--- config.mk ---
export PLATFORM = sky130hd
export DESIGN_NAME = memcmd_decoder
export DESIGN_NICKNAME = d
export VERILOG_FILES = /design/src/rtl/memcmd_decoder.sv
export SDC_FILE = /design/constraint.sdc
export NUM_CORES = 1
export LEC_CHECK = 0
export ABC_AREA = 1
export CAP_MARGIN = 20
export CORE_MARGIN = 4
export CORE_UTILIZATION = 56
export DETAILED_ROUTE_END_ITERATION = 8
export PLACE_DENSITY_LB_ADDON = 0.12
export SYNTH_ARGS = -nofsm -noshare
export SYNTH_HDL_FRONTEND = slang
export SYNTH_SLANG_ARGS = --single-unit
export TNS_END_PERCENT = 20
--- constraint.sdc ---
create_clock -name clk -period 3.3 [get_ports clk]
set_input_delay 0.66 -clock clk [delete_from_list [all_inputs] [get_ports clk]]
set_output_delay 0.66 -clock clk [all_outputs]
set_load 0.01 [all_outputs]
--- src/rtl/memcmd_decoder.sv ---
module memcmd_decoder #(
  parameter logic [7:0] ERR_CODE = 8'hE7
) (
  input  logic        clk,
  input  logic        rst,
  input  logic        in_valid,
  input  logic [7:0]  in_data,
  output logic        in_ready,
  input  logic        mem_init,
  output logic        rsp_valid,
  output logic [7:0]  rsp_data,
  input  logic        rsp_ready,
  output logic        req_valid,
  output logic        req_write,
  output logic [1:0]  req_bank,
  output logic [12:0] req_row,
  output logic [9:0]  req_col,
  output logic [7:0]  req_wdata,
  input  logic        req_ack,
  input  logic [7:0]  req_rdata
);
  typedef enum logic [2:0] {S_IDLE, S_ADDR, S_DATA, S_MEM, S_REPLY} state_t;

  state_t          st;
  logic [7:0]      op_q;
  logic [23:0]     addr_q;
  logic [3:0][7:0] data_q;
  logic [2:0]      cnt;
  logic            err_q;

  wire take  = in_valid && in_ready;
  wire is_wr = op_q[4];
  wire opc   = (in_data[7:4] == 4'h8) || (in_data[7:4] == 4'h9);

  assign in_ready  = (st == S_IDLE) || (st == S_ADDR) || (st == S_DATA);
  assign req_valid = (st == S_MEM);
  assign req_write = is_wr;
  assign req_row   = {op_q[0], addr_q[23:16], addr_q[15:12]};
  assign req_col   = {addr_q[11:8], addr_q[7:4], addr_q[3:2] + cnt[1:0]};
  assign req_bank  = addr_q[1:0];
  assign req_wdata = data_q[cnt[1:0]];
  assign rsp_valid = (st == S_REPLY);

  always_comb begin
    if (!cnt[2]) rsp_data = data_q[cnt[1:0]];
    else begin
      case (cnt[1:0])
        2'd0:    rsp_data = err_q ? ERR_CODE : op_q;
        2'd1:    rsp_data = addr_q[23:16];
        2'd2:    rsp_data = addr_q[15:8];
        default: rsp_data = addr_q[7:0];
      endcase
    end
  end

  always_ff @(posedge clk) begin
    if (rst) begin
      st     <= S_IDLE;
      cnt    <= '0;
      err_q  <= 1'b0;
      op_q   <= '0;
      addr_q <= '0;
      data_q <= '0;
    end else begin
      case (st)
        S_IDLE: if (take && opc) begin
          op_q <= in_data;
          cnt  <= '0;
          st   <= S_ADDR;
        end
        S_ADDR: if (take) begin
          addr_q <= {addr_q[15:0], in_data};
          if (cnt == 3'd2) begin
            cnt <= '0;
            if (is_wr) st <= S_DATA;
            else begin
              err_q <= !mem_init;
              if (!mem_init) begin
                data_q <= '0;
                st     <= S_REPLY;
              end else st <= S_MEM;
            end
          end else cnt <= cnt + 3'd1;
        end
        S_DATA: if (take) begin
          data_q[cnt[1:0]] <= in_data;
          if (cnt == 3'd3) begin
            cnt   <= '0;
            err_q <= !mem_init;
            st    <= mem_init ? S_MEM : S_REPLY;
          end else cnt <= cnt + 3'd1;
        end
        S_MEM: if (req_ack) begin
          if (!is_wr) data_q[cnt[1:0]] <= req_rdata;
          if (cnt == 3'd3) begin
            cnt <= '0;
            st  <= S_REPLY;
          end else cnt <= cnt + 3'd1;
        end
        S_REPLY: if (rsp_ready) begin
          if (cnt == 3'd7) begin
            cnt <= '0;
            st  <= S_IDLE;
          end else cnt <= cnt + 3'd1;
        end
        default: st <= S_IDLE;
      endcase
    end
  end
endmodule

* Word level (Yosys, flattened, before mapping)
Cells that the tools add are included.
Word-level totals: output and inout bits 45, flip-flop bits (word level) 71, bits of input ports 22, word-level logic and storage cells 98
Cells by class: mux-type cells 44, equal/unequal tests 23, magnitude comparators 2, reduce and logical (&&, ||, !) cells 18, add/sub/neg operators 2
Operator list (number):
- $mux 32 | 7
- $pmux 32 s3 | 1
- $bwmux 32 | 2
- $mux 3 | 19
- $mux 8 | 4
- $pmux 3 s5 | 2
- $pmux 8 s3 | 1
- $bmux 8 s2 | 1
- $demux 8 s2 | 1
- $ne 2x1->1 const B | 7
- $eq 3x2->1 const B | 4
- $reduce_and 6->1 | 2
- $ne 2x2->1 const B | 5
- $reduce_and 9->1 | 1
- $eq 4x4->1 const B | 2
- $reduce_and 8->1 | 1
- $eq 3x3->1 const B | 2
- $mux 1 | 5
- $reduce_bool 5->1 | 1
- $reduce_and 2->1 | 2
- $add 3x1->3 const B | 1
- $eq 3x1->1 const B | 1
- $logic_and 1x1->1 | 3
- $logic_not 3->1 | 1
- 11 further kinds | 13

* Logic depth before layout (Yosys ltp)
Gate-level depths: netlist (run 1).
depth in word-level cells 8, depth in mapped cells 13, gate-level depth less buffers 10

* Least setup slack after synthesis (run 1)
No wires, ideal clock.
kind reg2out, start register cnt[0], end output port rsp_data[4], cell stages (with the launch flop) 10, path buffers 3, slack 0.958 ns, data arrival time 1.682 ns, data required time 2.640 ns, cells stage by stage dfxtp_1 -> buf_4 -> clkinv_1 -> buf_2 -> ha_1 -> buf_2 -> nand2_1 -> nand4_1 -> o211ai_1 -> o21ai_0
Between the ends: word-level cells in the longest chain between the ends 3, elaborated cells between the ends (all ways) 7, classes of those cells eq/ne (2); mux (4); reduce/logical (1)
RTL lines:
- from (decl) | RTL line 28 | logic [2:0] cnt;
- from (signal assigned) | RTL line 83 | end else cnt <= cnt + 3'd1;
- from (signal assigned) | RTL line 91 | end else cnt <= cnt + 3'd1;
- from (signal assigned) | RTL line 98 | end else cnt <= cnt + 3'd1;
- $eq 2x2->1, or another cell as far along | RTL line 47 | case (cnt[1:0])
- $pmux 8 s3 or $mux 8 (tied branches) | RTL line 47, 45
- $mux 8 * | RTL line 45 | if (!cnt[2]) rsp_data = data_q[cnt[1:0]];
- to (decl) | RTL line 11 | output logic [7:0] rsp_data,
Mark *: on every way between the ends. The rest lies on a longest branch, timed or not. The select of a mux whose other input is x is not followed.

* Worst setup path in the final report (run 1)
Same ends and word-level chain as after synthesis.

==> flow_metrics.env, run 1 <==
export IMPL_crit_fanout=11
export IMPL_insertion_delay_ns=0.36
export IMPL_final_layout_size_suffix_gt1_frac=0.0456
export IMPL_endpoint="rsp_data[4]"
export IMPL_grtUsageTotal=0.278
export IMPL_ant_nets=0
export IMPL_synth_area_leader_cell="dfxtp_1"
export IMPL_r2r_start="cnt[1]"
export IMPL_yosysSeqAreaShare=0.292
export IMPL_clkTransAtPathRegs_ns=0.08
export IMPL_routed_wl_mm=14.0
export IMPL_final_core_util=0.670
export IMPL_instances_no_fill=960
export IMPL_root_buffer="clkbuf_8"
export IMPL_syn_avg_cell_area_um2=5.85
export IMPL_row_count=33
export IMPL_fin_nets=882
export IMPL_hpwl_mm=9.85
export IMPL_fin_crit_ns=3.12
export IMPL_yosys_cell_count_top_type="nand2_1"
export IMPL_start_util=0.584
export IMPL_numCtsBuffers=9
export IMPL_ios=67
export IMPL_synth_fp_nets=864
export IMPL_reg2reg_slack_ns=0.79
export IMPL_synthDistinctLibCells=26
export IMPL_max_slew_margin=0.500
export IMPL_gp_congestion=0.985
export IMPL_die_h_um=101
export IMPL_fmax_mhz=320
export IMPL_syn_inst=832
export IMPL_tightest_slew_ns=0.749
export IMPL_synth_area_um2=4870
export IMPL_dp_cells=944
export IMPL_dieArea_um2=10300
export IMPL_drc=0
export IMPL_r2r_end="data_q[20]"
export IMPL_cts_max_level=3
export IMPL_grt_max_degree=65
export IMPL_synth_edf_count=0
export IMPL_crit_start="cnt[0]"
export IMPL_rsz0062_at_grt="false"
export IMPL_wire_per_inst_um=14.6
export IMPL_power_density_nw_per_um2=990
export IMPL_leakagePower_nw=2.75
export IMPL_synth_top_area_frac=0.292
export IMPL_gr_total_overflow=0
export IMPL_r2r_cells=7
export IMPL_via_per_inst=5.41
export IMPL_irDropWorstVdd_mv=0.523
export IMPL_max_cap_viol_count=0
export IMPL_crit_arrival_ns=2.46
export IMPL_status="finished clean"
export IMPL_synth_seq_cells=71
export IMPL_end_kind="output pin"
export IMPL_startpoint_type="flip-flop"
export IMPL_cts_num_sinks=71
export IMPL_die_width_um=101
export IMPL_synthFlopType="dfxtp_1"
export IMPL_first_global_vias=4653
export IMPL_finalCritPeriodShare=0.947
export IMPL_final_setup_tns_ns=0
export IMPL_hold_violations=0
export IMPL_grt_pass1_wl_mm=22.9
export IMPL_setup_viol=0
export IMPL_synthTopCellsByCount="nand2_1, nor2_1, o21ai_0, dfxtp_1, inv_1"
export IMPL_io_buffers=66
export IMPL_dr_pass1_iters=5
export IMPL_report_final_slew_viol_count=0
export IMPL_post_cts_buffers=0
export IMPL_core_area_um2=8340
export IMPL_syn_to_final_growth_pct=14.7
export IMPL_ctsResizeCount=0
export IMPL_hold_buffers=0
export IMPL_via_count=5190
export IMPL_diodes=0
export IMPL_required_ns=2.64
export IMPL_cts_buffer_depth=2
export IMPL_dr_first_iter_drc_count=326
export IMPL_min_path_type="reg -> reg"
export IMPL_antenna_found_initial=0
export IMPL_synthArstFlopShare=0
export IMPL_skew_ns=0.00758
export IMPL_path_class="reg -> out"
export IMPL_ys_top_cells_by_area="dfxtp_1, nand2_1, o21ai_0"
export IMPL_cts_tree="done"
export IMPL_ys_warn_count=0
-- cell usage in the layout, fill, tap and decap left out, types with 7 or more instances in the layout --
cell / n
nor2_1: 131
nor2_2: 7
clkdlybuf4s50_1: 66
nand4_1: 9
o211ai_1: 8
clkbuf_8: 9
nand2_1: 274
nand3_1: 19
o21ai_0: 117
dfxtp_1: 71
ha_1: 10
inv_1: 68
a21oi_1: 35
-- cell families (layout without fill, tap and decap cells) --
group,Yosys count,after routing,share of synthesized area
AO/OA/AOI/OAI,161,161,0.170
XOR/XNOR,2,2,0.00360
buffers and inverters,142,165,0.143
AND/OR/NAND/NOR,446,446,0.366
flip-flops,71,71,0.292
adder cells (fa/ha/maj),10,10,0.0257
-- power breakdown --
group	switching (mW)	leakage, nW	total [mW]	internal [mW]
sequential	0.263	0.580	1.37	1.10
clock	0.360	0.130	0.941	0.581
combinational	2.01	2.04	3.23	1.21
-- layout make-up --
cell class                      instances  area, um2
Inverter                               76        288
Multi-Input combinational cell        619       2750
Tap cell                              105        131
Clock buffer                            9        124
Timing Repair Buffer                   73        726
Clock inverter                          7        145
Sequential cell                        71       1420
Fill cell                             796       2750
-- how the worst min path moves through the flow --
stage | end | start | depth (start not counted)
5_1_grt | op_q[6] | op_q[6] | 2
2_1_floorplan | op_q[5] | op_q[5] | 2
3_3_place_gp | op_q[6] | op_q[6] | 2
6_report | op_q[5] | op_q[5] | 2
4_1_cts | op_q[6] | op_q[6] | 2
3_5_place_dp | op_q[6] | op_q[6] | 2
-- per-layer routing --
layer / up-vias / part of all wire / GRT usage
li1: 2621 / - / -
met1: 2324 / 0.43 / 0.370
met4: 0 / 0.029 / 0.106
met5: - / 0 / 0
met2: 210 / 0.46 / 0.446
met3: 35 / 0.078 / 0.0544
-- worst max-delay path: stages, from the launching register on --
cell and delay (ns):
dfxtp_1 0.55, clkinv_1 0.20, ha_1 0.37, nand2_1 0.12, nand4_1 0.09, o211ai_1 0.12, o21ai_0 0.14, clkdlybuf4s50_1 0.52
-- through the flow --
| stage | setup slack, ns | hold slack (ns) | total power [mW] | instance area [um2] |
|---|---|---|---|---|
| after global routing | 0.0400 | 0.469 | 6.01 | 5590 |
| after detailed placement | 0.590 | 0.435 | 4.56 | 5320 |
| after CTS | 0.206 | 0.447 | 5.51 | 5590 |
| after floorplan | 0.958 | 0.422 | 3.64 | 4870 |
| final | 0.176 | 0.447 | 5.53 | 5590 |
| after global placement | 0.675 | 0.430 | 4.47 | 5320 |
-- registers in the layout, indices dropped and copies added (netlist names) --
signal	count
err_q	1
addr_q	24
cnt	3
data_q	32
st	3
op_q	8
No activity file was read; power rests on OpenSTA's default activity.
==> run 2: changes to the inputs <==
CELL_PAD_IN_SITES_DETAIL_PLACEMENT = 0   (was not set)
CELL_PAD_IN_SITES_GLOBAL_PLACEMENT = 1   (was not set)
CORE_UTILIZATION = 41   (was 56)
==> run 2 against run 1 <==
Against the previous run:
- worst setup slack improved by 0.049 ns
- fmax up 1.6%
- register-to-register slack gained 0.04 ns
- cell count is 4.1% higher
- sequential power hardly changed
- utilization is 18 points lower
- cell area grew 1.8%
- global-route usage decreased by 4.9 points
- first-iteration DRC count up 28%
- clock power is 17% higher
- via count down 0.79%
- highest routed layer unchanged
==> flow_metrics.env, run 2 (same netlist as run 1, synthesis figures left out) <==
export IMPL_dr_pass1_iters=5
export IMPL_finalCritPeriodShare=0.932
export IMPL_cts_num_sinks=71
export IMPL_largest_register="data_q"
export IMPL_reg_top3="data_q: 32 flops, addr_q: 24 flops, op_q: 8 flops"
export IMPL_fmax_mhz=325
export IMPL_most_common_layout_cells="nand2_1, nor2_1, o21ai_0, dfxtp_1, inv_1"
export IMPL_ant_nets=0
export IMPL_fin_nets=883
export IMPL_syn_to_final_growth_pct=16.8
export IMPL_end_kind="output pin"
export IMPL_wire_per_inst_um=15.2
export IMPL_num_fill_cells=1198
export IMPL_dp_cells=983
export IMPL_crit_fanout=10
export IMPL_gp_congestion=0.868
export IMPL_core_area_um2=11500
export IMPL_fin_area_um2=5690
export IMPL_startpoint_type="flip-flop"
export IMPL_cts_tree="done"
export IMPL_hold_buffers=0
export IMPL_clkTransAtPathRegs_ns=0.06
export IMPL_max_cap_viol_count=0
export IMPL_post_cts_buffers=0
export IMPL_first_global_vias=4527
export IMPL_insertion_delay_ns=0.34
export IMPL_gr_total_overflow=0
export IMPL_via_count=5149
export IMPL_status="finished clean"
export IMPL_max_slew_margin=0.491
export IMPL_skew_ns=0.00740
export IMPL_root_buffer="clkbuf_16"
export IMPL_dr_first_iter_drc_count=416
export IMPL_antenna_found_initial=0
export IMPL_leakagePower_nw=2.78
export IMPL_worst_slack_ns=0.226
export IMPL_final_core_util=0.494
export IMPL_ctsResizeCount=0
export IMPL_via_per_inst=5.15
export IMPL_die_h_um=117
export IMPL_hold_violations=0
export IMPL_grtUsageTotal=0.229
export IMPL_cts_buffer_depth=2
export IMPL_setup_viol=0
export IMPL_multiInputGateArea_um2=2750
export IMPL_diodes=0
export IMPL_start_util=0.423
export IMPL_io_buffers=66
export IMPL_die_width_um=117
export IMPL_numCtsBuffers=9
export IMPL_final_layout_size_suffix_gt1_frac=0.0467
export IMPL_ios=67
export IMPL_drc=0
export IMPL_grt_max_degree=71
export IMPL_fin_crit_ns=3.07
export IMPL_required_ns=2.64
export IMPL_globalRouteMet3Util=0.0350
export IMPL_irDropWorstVdd_mv=0.378
export IMPL_min_path_type="reg -> reg"
export IMPL_regArea_um2=1420
export IMPL_layout_commonest_cell="nand2_1"
export IMPL_top_usage_layer="met2"
export IMPL_instances_no_fill=999
export IMPL_met1_usage=0.321
export IMPL_cts_max_level=3
export IMPL_path_class="reg -> out"
export IMPL_row_count=39
export IMPL_dieArea_um2=13700
export IMPL_grt_pass1_wl_mm=24.3
export IMPL_report_final_slew_viol_count=0
export IMPL_rsz0062_at_grt="false"
export IMPL_use_met2=0.359
export IMPL_dpl_worst_slack_ns=0.578
export IMPL_placed_area_um2=5360
export IMPL_power_density_nw_per_um2=1000
export IMPL_largest_register_ffs=32
export IMPL_hpwl_mm=10.5
export IMPL_tightest_slew_ns=0.764
export IMPL_final_setup_tns_ns=0
export IMPL_routed_wl_mm=15.2
export IMPL_crit_arrival_ns=2.41
run 2: changes by cell type in the layout (fill, tap and decap cells not counted), sizes merged:
cell    change
buf         +1
bufinv      -2
clkinv      -1
inv         +3
run 2: worst paths after layout:
| path | start | to | slack, ns | cells after the start |
|---|---|---|---|---|
| hold / removal | op_q[5] | op_q[5] | 0.44 | 2 |
| setup reg to reg | cnt[1] | data_q[20] | 0.83 | 6 |
| hold reg to reg | op_q[5] | op_q[5] | 0.44 | 2 |
| setup / recovery | cnt[1] | rsp_data[4] | 0.23 | 7 |
run 2: final cells by class:
cell class                      count  share of cell area
Timing Repair Buffer               74               0.127
Inverter                           76              0.0506
Multi-Input combinational cell    619               0.484
Tap cell                          143              0.0314
Clock inverter                      7              0.0180
Sequential cell                    71               0.250
Clock buffer                        9              0.0396
run 2: power by group:
group	total, mW	leakage (nW)	switching (mW)	internal (mW)
registers	1.37	0.580	0.263	1.10
logic	3.25	2.04	2.04	1.22
clock network	1.10	0.157	0.425	0.672
run 2: per-stage QoR:
step                      hold WS (ns)  total power, mW
after global placement           0.438             4.56
final                            0.444             5.72
after CTS                        0.446             5.74
after detailed placement         0.436             4.61
after floorplan                  0.422             3.64
after global routing             0.470             6.24
run 2: routing by layer:
layer | up-vias | part of all wire
met4 | 0 | 0.022
met1 | 2347 | 0.48
met3 | 25 | 0.047
met2 | 140 | 0.45
li1 | 2637 | -
met5 | - | 0
run 2: worst max-delay path: stages (launching register included):
cell and delay [ns]:
dfxtp_1 0.47, clkinv_1 0.24, ha_1 0.38, nand2_1 0.11, nand4_1 0.09, o211ai_1 0.12
o21ai_0 0.14, clkdlybuf4s50_1 0.52
